**src/rtl/usb_ctl_ep_hs.sv**
```systemverilog
module usb_ctl_ep_hs (
  input  logic       clk,
  input  logic       rst_n,
  input  logic       tok_valid,
  input  logic [1:0] tok_type,
  input  logic       pkt_ok,
  input  logic       retry_req,
  input  logic       fw_set_stall,
  input  logic       fw_clr_rxstp,
  input  logic       fw_clr_rxout,
  input  logic       fw_clr_txin,
  input  logic       fw_clr_nakin,
  output logic       hs_valid,
  output logic [1:0] hs_code,
  output logic       rxstp_flag,
  output logic       rxout_flag,
  output logic       txin_flag,
  output logic       nakin_flag,
  output logic       stall_req,
  output logic       bank_ctl,
  output logic       rw_allowed
);

  localparam logic [1:0] TK_OUT = 2'b01, TK_IN = 2'b10, TK_SETUP = 2'b11;
  localparam logic [1:0] HS_NONE = 2'b00, HS_ACK = 2'b01, HS_NAK = 2'b10, HS_STALL = 2'b11;

  logic is_setup, is_out, is_in;
  assign is_setup = tok_valid && tok_type == TK_SETUP && pkt_ok;
  assign is_out   = tok_valid && tok_type == TK_OUT && pkt_ok;
  assign is_in    = tok_valid && tok_type == TK_IN;

  logic out_busy;
  assign out_busy = rxstp_flag | rxout_flag;

  logic       resp_v;
  logic [1:0] resp;
  logic       set_rxout, set_txin, set_nakin;

  always_comb begin
    resp_v    = 1'b0;
    resp      = HS_NONE;
    set_rxout = 1'b0;
    set_txin  = 1'b0;
    set_nakin = 1'b0;
    if (is_setup) begin
      resp_v = 1'b1;
      resp   = HS_ACK;
    end else if (is_out) begin
      resp_v = 1'b1;
      if (retry_req)      resp = HS_NAK;
      else if (stall_req) resp = HS_STALL;
      else if (out_busy)  resp = HS_NAK;
      else begin
        resp      = HS_ACK;
        set_rxout = 1'b1;
      end
    end else if (is_in) begin
      resp_v = 1'b1;
      if (retry_req) begin
        resp      = HS_NAK;
        set_nakin = 1'b1;
      end else if (stall_req) resp = HS_STALL;
      else if (txin_flag) begin
        resp      = HS_NAK;
        set_nakin = 1'b1;
      end else begin
        resp     = HS_NONE;
        set_txin = 1'b1;
      end
    end
  end

  always_ff @(posedge clk) begin
    if (!rst_n) begin
      hs_valid   <= 1'b0;
      hs_code    <= HS_NONE;
      rxstp_flag <= 1'b0;
      rxout_flag <= 1'b0;
      txin_flag  <= 1'b1;
      nakin_flag <= 1'b0;
      stall_req  <= 1'b0;
    end else begin
      hs_valid   <= resp_v;
      hs_code    <= resp;
      rxstp_flag <= is_setup  | (rxstp_flag & ~fw_clr_rxstp);
      rxout_flag <= set_rxout | (rxout_flag & ~fw_clr_rxout);
      txin_flag  <= set_txin  | (txin_flag  & ~fw_clr_txin);
      nakin_flag <= set_nakin | (nakin_flag & ~fw_clr_nakin);
      stall_req  <= ~is_setup & (stall_req | fw_set_stall);
    end
  end

  assign bank_ctl   = 1'b0;
  assign rw_allowed = 1'b0;

  p_setup_ack_r1: assert property (@(posedge clk) disable iff (!rst_n)
    is_setup |=> hs_valid && hs_code == HS_ACK);

  p_setup_flags_r2: assert property (@(posedge clk) disable iff (!rst_n)
    is_setup && !fw_clr_rxout |=> rxstp_flag && !stall_req && rxout_flag == $past(rxout_flag));

  p_stall_r3: assert property (@(posedge clk) disable iff (!rst_n)
    (is_out || is_in) && stall_req && !retry_req |=> hs_code == HS_STALL);

  p_retry_r4: assert property (@(posedge clk) disable iff (!rst_n)
    (is_out || is_in) && retry_req |=> hs_valid && hs_code == HS_NAK);

  p_out_busy_r6: assert property (@(posedge clk) disable iff (!rst_n)
    is_out && !retry_req && !stall_req && rxstp_flag && !fw_clr_rxstp |=> hs_code == HS_NAK && $stable(rxout_flag));

  p_in_nak_r7: assert property (@(posedge clk) disable iff (!rst_n)
    is_in && !stall_req && txin_flag |=> hs_code == HS_NAK && nakin_flag);

  p_quiet_r11: assert property (@(posedge clk) disable iff (!rst_n)
    !(is_setup || is_out || is_in) |=> !hs_valid);

endmodule

```
**config.mk**
```make
export PLATFORM = sky130hd
export DESIGN_NAME = usb_ctl_ep_hs
export DESIGN_NICKNAME = d
export VERILOG_FILES = /design/src/rtl/usb_ctl_ep_hs.sv
export SDC_FILE = /design/constraint.sdc
export NUM_CORES = 1
export LEC_CHECK = 0
export CAP_MARGIN = 20
export CORE_AREA = 5 5 42 44
export CTS_CLUSTER_DIAMETER = 40
export DETAILED_ROUTE_END_ITERATION = 12
export DIE_AREA = 0 0 47 49
export PLACE_DENSITY_LB_ADDON = 0.3
export SYNTH_ARGS = -nofsm -noshare
export SYNTH_HDL_FRONTEND = slang
export SYNTH_SLANG_ARGS = --single-unit
```
**constraint.sdc**
```tcl
create_clock -name clk -period 1.9 [get_ports clk]
set_input_delay 0.19 -clock clk [delete_from_list [all_inputs] [get_ports clk]]
set_output_delay 0.19 -clock clk [all_outputs]
set_load 0.01 [all_outputs]
```
==> out/metrics.yaml, run 1 <==
synthesis:
  syn_avg_cell_area_um2: 9.29
  synthArstFlopShare_pct: 0
  synth_edf_count: 0
  synth-seq-cells: 8
  yosysWarnings: 0
  synthFlopType: "dfxtp_1"
  syn_area_um2: 372
  synth.distinct_cells: 24
  syn_inst: 40
  yosysSeqAreaShare_pct: 43.1
cells_and_area:
  mostFrequentLayoutCell: "clkdlybuf4s50_1"
  n_antenna_cell: 0
  num-fill-cells: 157
  mostFrequentLayoutCells: "clkdlybuf4s50_1 (19), dfxtp_1 (8), a21boi_0 (3), clkbuf_4 (3)"
  area_growth_pct: 59.6
  post-route-cell-area_um2: 593
  layout-drive-gt1-share_pct: 8.20
  finalNetCount: 75
clock_tree:
  cts_resized: 0
  root_buffer: "clkbuf_4"
  clk_latency_ns: 0.25
  post_cts_buffers: 0
  holdBufCountCts: 0
  cts_tree: "yes"
  clock_path_buffers: 2
  clkTransAtPathRegs_ns: 0.06
  htreeDepth: 1
  cts.sinks: 8
  cts_buffers: 3
worst_setup_path:
  r2r-start: "stall_req"
  crit_fanout: 9
  crit_buf_inv: 1
  cp_slowest_cell: "clkdlybuf4s50_1"
  criticalPathCategory: "reg2out"
  reg2reg_to: "rxout_flag"
  worst_ep_arrival_time_ns: 1.33
  rrSetupSlack_ns: 0.71
  crit_family: "buffers and inverters"
  critPathRequiredTime_ns: 1.71
  crit_path_max_incr_delay_ns: 0.60
  critPathCaptureType: "primary output"
  start_kind: "flop"
  ff2ff_path_depth: 3
  crit_chain: "clkdlybuf4s50_1"
die:
  io_pins: 22
  die_h_um: 49
  initial_core_util_pct: 26.5
  die_w_um: 47
  fp-row-count: 14
  core_um2: 1400
  die_area_um2: 2300
placed_design:
  port_buffers: 19
  hpwl_um: 688
  routabilityCongestion: 0.680
  pre_cts_ws_ns: 0.492
  dpl_cell_area_um2: 571
global_route:
  grtUsageMet3_pct: 3.69
  met1_usage_pct: 10.3
  grt.busiest_layer: "met2"
  grt_overflow_total: 0
  track_usage_pct: 9.08
  grt_max_degree: 10
  use_met2_pct: 12.2
  grt_first_pass_wirelength_um: 1460
  grt_pass1_vias: 327
  antenna_found_initial: 0
min_path:
  hp-class: "reg2reg"
  hold_path_end: "nakin_flag"
  hold_path_depth: 2
  min-delay-start: "nakin_flag"
sta:
  fin_skew_ns: 0.00943
  final_hold_viol_count: 0
  rsz0062_at_grt: "false"
  fin_setup_tns_ns: 0
  slew_viol_final: 0
  timing.final.ws_setup_ns: 0.376
  worst_hold_slack_ns: 0.475
  fin_crit_ns: 1.52
  setup_viol: 0
  clock.fmax_mhz: 656
  period_share_pct: 80.2
route:
  remaining_drc_errors: 0
  ant_nets: 0
  drt-pass1-iter-count: 4
  wl_um: 882
  wl_per_cell_um: 11.5
  vias_per_cell: 4.77
  vias: 367
  first_iter_violations: 2
power:
  ir_drop_v: 0.000357
  p_clk_share_pct: 34.1
  cellPowerDensity_nw_per_um2: 641
  power_frac_seq_pct: 47.8
  p_sw_uw: 88.7
  p_total_uw: 380
  intPower_uw: 291
  switching_share_pct: 23.3
  leakagePower_uw: 0.000221
  comb_power_share_pct: 18.0
status:
  status: "completed"
flow_run:
  maxCapViolCount: 0
metal layers:
layer	wire [µm]	part of all wire (%)
met5	0	0
met4	9	1.0
met3	60	6.8
met2	460	52
met1	352	40
state kept, by name, indices dropped and copies added, names as in the netlist:
register / flops
txin_flag: 1
nakin_flag: 1
hs_code: 2
hs_valid: 1
stall_req: 1
rxstp_flag: 1
rxout_flag: 1
layout make-up:
type / count / area (µm²) / area share [%]
sequential: 8 / 160 / 27.0
multi-input combinational: 29 / 193 / 32.5
inverter: 2 / 7.51 / 1.27
timing repair buffer: 19 / 190 / 32.1
clock buffer: 3 / 22.5 / 3.80
tap: 16 / 20.0 / 3.38
power groups by stage:
stage	registers, µW	logic [µW]	clock network (µW)
after global routing	183	74.8	148
after detailed placement	185	68.8	0
after global placement	186	68.4	0
after CTS	182	69.0	139
after floorplan	188	23.5	0
final	182	68.5	130
Yosys cell counts (2+ instances only):
master	instances	area, µm²
dfxtp_1	8	160
a21boi_0	3	22.5
and2_1	2	12.5
buf_4	2	15.0
inv_1	2	7.51
nand2_1	2	7.51
nand3b_1	2	15.0
o21bai_1	2	15.0
o22ai_1	2	12.5
worst max-delay path by stage:
stage	slack [ns]	from	cells past startpoint	endpoint
detailed placement	0.49	retry_req	4	rxout_flag
global route	0.31	stall_req	1	stall_req
floorplan	0.76	rxstp_flag	3	rxout_flag
CTS	0.36	stall_req	1	stall_req
finish	0.38	stall_req	1	stall_req
global placement	0.50	retry_req	4	rxout_flag
logic make-up after synthesis:
kind of cell | synth area share, %
other | 1.01
DFF | 43.1
buffers and inverters | 6.06
and+or+nand+nor | 29.0
AOI/OAI and AO/OA | 20.9
per-stage QoR:
stage / utilization [%] / instances
finish: 42.3 / 77
detailed placement: 40.7 / 74
global route: 42.3 / 77
CTS: 42.3 / 77
floorplan: - / 41
global placement: 40.7 / 74
Power figures use the tool's default switching activity.
==> run 2: changes to the inputs <==
==> constraint.sdc (replaced) <==
create_clock -name clk -period 1.5 [get_ports clk]
set_input_delay 0.15 -clock clk [delete_from_list [all_inputs] [get_ports clk]]
set_output_delay 0.15 -clock clk [all_outputs]
set_load 0.01 [all_outputs]
==> run 2 against run 1 <==
- utilization rose by 0.089 points
- clock power rose by 28%
- total power rose by 28%
- clock-buffer cell count did not move
- via count fell by 3.0%
- setup slack got worse by 0.25 ns
- sequential share of layout area rose by 0.15 points
- design area rose by 0.21%
- largest cell class unchanged
- highest routed layer unchanged
- clock skew rose by 0.00064 ns
- final cell count did not move
==> out/metrics.yaml, run 2 (same netlist as run 1, synthesis figures left out) <==
worst_setup_path:
  crit_family: "buffers and inverters"
  critPathCaptureType: "primary output"
  criticalPathCategory: "reg2out"
  crit_path_max_incr_delay_ns: 0.57
  cp_slowest_cell: "clkdlybuf4s50_1"
  critPathRequiredTime_ns: 1.35
  crit_buf_inv: 1
  worst_ep_arrival_time_ns: 1.22
  start_kind: "flop"
  crit_fanout: 9
  rrSetupSlack_ns: 0.34
  crit_chain: "clkdlybuf4s50_1"
cells_and_area:
  n_antenna_cell: 0
  top_register: "hs_code"
  seq_area_um2: 161
  mostFrequentLayoutCells: "clkdlybuf4s50_1 (19), dfxtp_1 (7), a21boi_0 (3), clkbuf_4 (3)"
  final_cells: 77
  mostFrequentLayoutCell: "clkdlybuf4s50_1"
  layout-drive-gt1-share_pct: 9.84
  area_growth_pct: 59.9
  num-fill-cells: 159
  largest_reg_flops: 2
  post-route-cell-area_um2: 594
  multi_input_area_um2: 193
  finalNetCount: 75
clock_tree:
  clkTransAtPathRegs_ns: 0.06
  holdBufCountCts: 0
  root_buffer: "clkbuf_4"
  cts.sinks: 8
  cts_tree: "yes"
  clk_latency_ns: 0.26
  cts_buffers: 3
  htreeDepth: 1
  clock_path_buffers: 2
power:
  p_total_uw: 485
  comb_power_share_pct: 17.9
  switching_share_pct: 23.8
  leakagePower_uw: 0.000221
  p_clk_share_pct: 34.5
  ir_drop_v: 0.000459
  power_frac_seq_pct: 47.6
  cellPowerDensity_nw_per_um2: 816
  p_sw_uw: 115
  intPower_uw: 370
global_route:
  antenna_found_initial: 0
  grt_overflow_total: 0
  track_usage_pct: 9.15
  grt_pass1_vias: 321
  grt_max_degree: 10
  grt_first_pass_wirelength_um: 1470
route:
  drt-pass1-iter-count: 2
  vias: 356
  wl_per_cell_um: 11.6
  remaining_drc_errors: 0
  ant_nets: 0
  first_iter_violations: 4
  wl_um: 891
  vias_per_cell: 4.62
status:
  status: "completed"
placed_design:
  dp_cells: 74
  port_buffers: 19
  dpl_cell_area_um2: 571
  pre_cts_ws_ns: 0.132
  routabilityCongestion: 0.672
  hpwl_um: 692
die:
  io_pins: 22
  die_area_um2: 2300
  die_h_um: 49
  core_um2: 1400
  die_w_um: 47
  initial_core_util_pct: 26.5
  fp-row-count: 14
flow_run:
  maxCapViolCount: 0
sta:
  timing.final.ws_setup_ns: 0.127
  clock.fmax_mhz: 728
  fin_skew_ns: 0.0101
  period_share_pct: 91.5
  slew_viol_final: 0
  fin_setup_tns_ns: 0
  setup_viol: 0
  fin_crit_ns: 1.37
  final_hold_viol_count: 0
  rsz0062_at_grt: "false"
min_path:
  hp-class: "reg2reg"
## run 2: cell count changes in the layout (fill, tap and decap cells not counted)
cell     change
dfxtp_2      +1
dfxtp_1      -1
## run 2: what timing repair did
action / CTS / global route
gates resized for setup: 1 / 0
setup buffers: 0 / 0
hold endpoints to repair: 0 / 0
setup endpoints to repair: 1 / 0
## run 2: worst paths after layout
path                    from          to  cells after the start
hold / removal    nakin_flag  nakin_flag                      2
setup / recovery   stall_req   stall_req                      1
hold reg to reg   nakin_flag  nakin_flag                      2
setup reg to reg  rxstp_flag  rxout_flag                      3
## run 2: stage by stage
stage / util (%) / hold slack, ns
after floorplan: - / 0.229
after global placement: 40.7 / 0.480
after detailed placement: 40.7 / 0.479
after CTS: 42.4 / 0.485
after global routing: 42.4 / 0.490
final: 42.4 / 0.480
## run 2: routing by layer
layer  vias to the layer above  global-route usage, %  wire length, µm
li1                        186                      -                -
met1                       161                   11.2              367
met2                         7                   11.5              454
met3                         2                   3.69               59
met4                         0                   8.29                9
met5                         -                      0                0
## run 2: cell type report
type	instances	area share, %
Tap cell	16	3.37
Multi-Input combinational cell	29	32.4
Timing Repair Buffer	19	32.0
Clock buffer	3	3.79
Inverter	2	1.26
Sequential cell	8	27.2
## run 2: power groups by stage
stage	combinational (µW)	sequential, µW	clock [µW]
global route	94.6	233	192
floorplan	29.8	238	0
detailed placement	87.2	235	0
CTS	87.6	231	178
finish	86.8	231	167
global placement	86.7	235	0
==> run 3: changes to the inputs <==
--- a/config.mk
+++ b/config.mk
@@ -10,7 +10,7 @@
 export CTS_CLUSTER_DIAMETER = 40
 export DETAILED_ROUTE_END_ITERATION = 12
 export DIE_AREA = 0 0 47 49
-export PLACE_DENSITY_LB_ADDON = 0.3
+export PLACE_DENSITY = 0.63
 export SYNTH_ARGS = -nofsm -noshare
 export SYNTH_HDL_FRONTEND = slang
 export SYNTH_SLANG_ARGS = --single-unit
==> run 3 against run 2 <==
- design area did not move
- via count rose by 0.28%
- flip-flop and latch count did not move
- highest routed layer unchanged
- first-iteration DRC count did not move
- combinational power rose by 0.7%
- routed wire length rose by 1.7%
- clock skew fell by 0.0020 ns
- sequential power barely moved
==> out/metrics.yaml, run 3 (same netlist as run 1, synthesis figures left out) <==
status:
  status: "completed"
cells_and_area:
  finalNetCount: 75
  largest_reg_flops: 2
  mostFrequentLayoutCell: "clkdlybuf4s50_1"
  area_growth_pct: 59.9
  multi_input_area_um2: 193
  num-fill-cells: 156
  mostFrequentLayoutCells: "clkdlybuf4s50_1 (19), dfxtp_1 (7), a21boi_0 (3), clkbuf_4 (3)"
  layout-drive-gt1-share_pct: 9.84
  top_register: "hs_code"
  seq_area_um2: 161
  n_antenna_cell: 0
route:
  wl_met2_um: 445
  vias: 357
  wl_met1_um: 390
  vias_per_cell: 4.64
  first_iter_violations: 4
  wl_per_cell_um: 11.8
  ant_nets: 0
  wl_met3_um: 50
  drt-pass1-iter-count: 3
  remaining_drc_errors: 0
  wl_um: 906
  routed.top_layer: "met4"
die:
  core_um2: 1400
  initial_core_util_pct: 26.5
  io_pins: 22
  die_h_um: 49
  fp-row-count: 14
  die_w_um: 47
  die_area_um2: 2300
clock_tree:
  holdBufCountCts: 0
  cts_resized: 0
  post_cts_buffers: 0
  cts_tree: "yes"
  clk_latency_ns: 0.25
  cts.sinks: 8
  htreeDepth: 1
  clock_path_buffers: 2
  root_buffer: "clkbuf_4"
  clkTransAtPathRegs_ns: 0.06
  cts_buffers: 3
global_route:
  grt_first_pass_wirelength_um: 1420
  antenna_found_initial: 0
  grt_pass1_vias: 333
  grt_max_degree: 10
  grt_overflow_total: 0
  track_usage_pct: 8.61
power:
  cellPowerDensity_nw_per_um2: 814
  ir_drop_v: 0.000307
  leakagePower_uw: 0.000221
worst_setup_path:
  cp_slowest_cell: "clkdlybuf4s50_1"
  crit_family: "buffers and inverters"
  critPathRequiredTime_ns: 1.35
  crit_path_max_incr_delay_ns: 0.57
  crit_fanout: 9
  critPathCaptureType: "primary output"
  crit_buf_inv: 1
  start_kind: "flop"
  worst_ep_arrival_time_ns: 1.21
  crit_chain: "clkdlybuf4s50_1"
  criticalPathCategory: "reg2out"
placed_design:
  hpwl_um: 730
  pre_cts_ws_ns: 0.143
  routabilityCongestion: 0.652
  port_buffers: 19
sta:
  timing.final.ws_setup_ns: 0.136
  slew_viol_final: 0
  fin_crit_ns: 1.36
  fin_skew_ns: 0.00810
  rsz0062_at_grt: "false"
  period_share_pct: 90.9
  setup_viol: 0
  fin_setup_tns_ns: 0
  final_hold_viol_count: 0
  clock.fmax_mhz: 733
flow_run:
  maxCapViolCount: 0
min_path:
  hp-class: "reg2reg"
## run 3: routing by layer
metal  up-vias  GRT usage (%)
met5         -              0
met4         0           6.91
met3         2           2.58
met2        11           11.5
met1       157           10.8
li1        187              -
## run 3: through the flow
stage          utilization (%)  area (µm²)  power (µW)  hold slack [ns]  std cells
3_5_place_dp              40.7         571         323            0.476         74
2_1_floorplan                -         375         268            0.229         41
6_report                  42.4         594         484            0.477         77
4_1_cts                   42.3         593         492            0.485         77
5_1_grt                   42.4         594         505            0.510         77
3_3_place_gp              40.7         571         322            0.470         74
## run 3: power by group
group	internal (µW)	switching [µW]	total [µW]
clock	91.6	73.7	165
sequential	222	8.92	231
combinational	55.8	31.5	87.4
total	370	114	484
## run 3: path summary, 6_finish.rpt
check / from / endpoint / slack [ns] / depth (start not counted)
setup / recovery: stall_req / stall_req / 0.14 / 1
hold / removal: nakin_flag / nakin_flag / 0.48 / 2
setup reg to reg: rxstp_flag / rxout_flag / 0.33 / 3
hold reg to reg: nakin_flag / nakin_flag / 0.48 / 2
## run 3: cell type report
class	count	share of cell area [%]
well taps	16	3.37
inverters	2	1.26
flip-flops and latches	8	27.2
repair buffers	19	32.0
multi-input cells	29	32.4
clock buffers	3	3.79
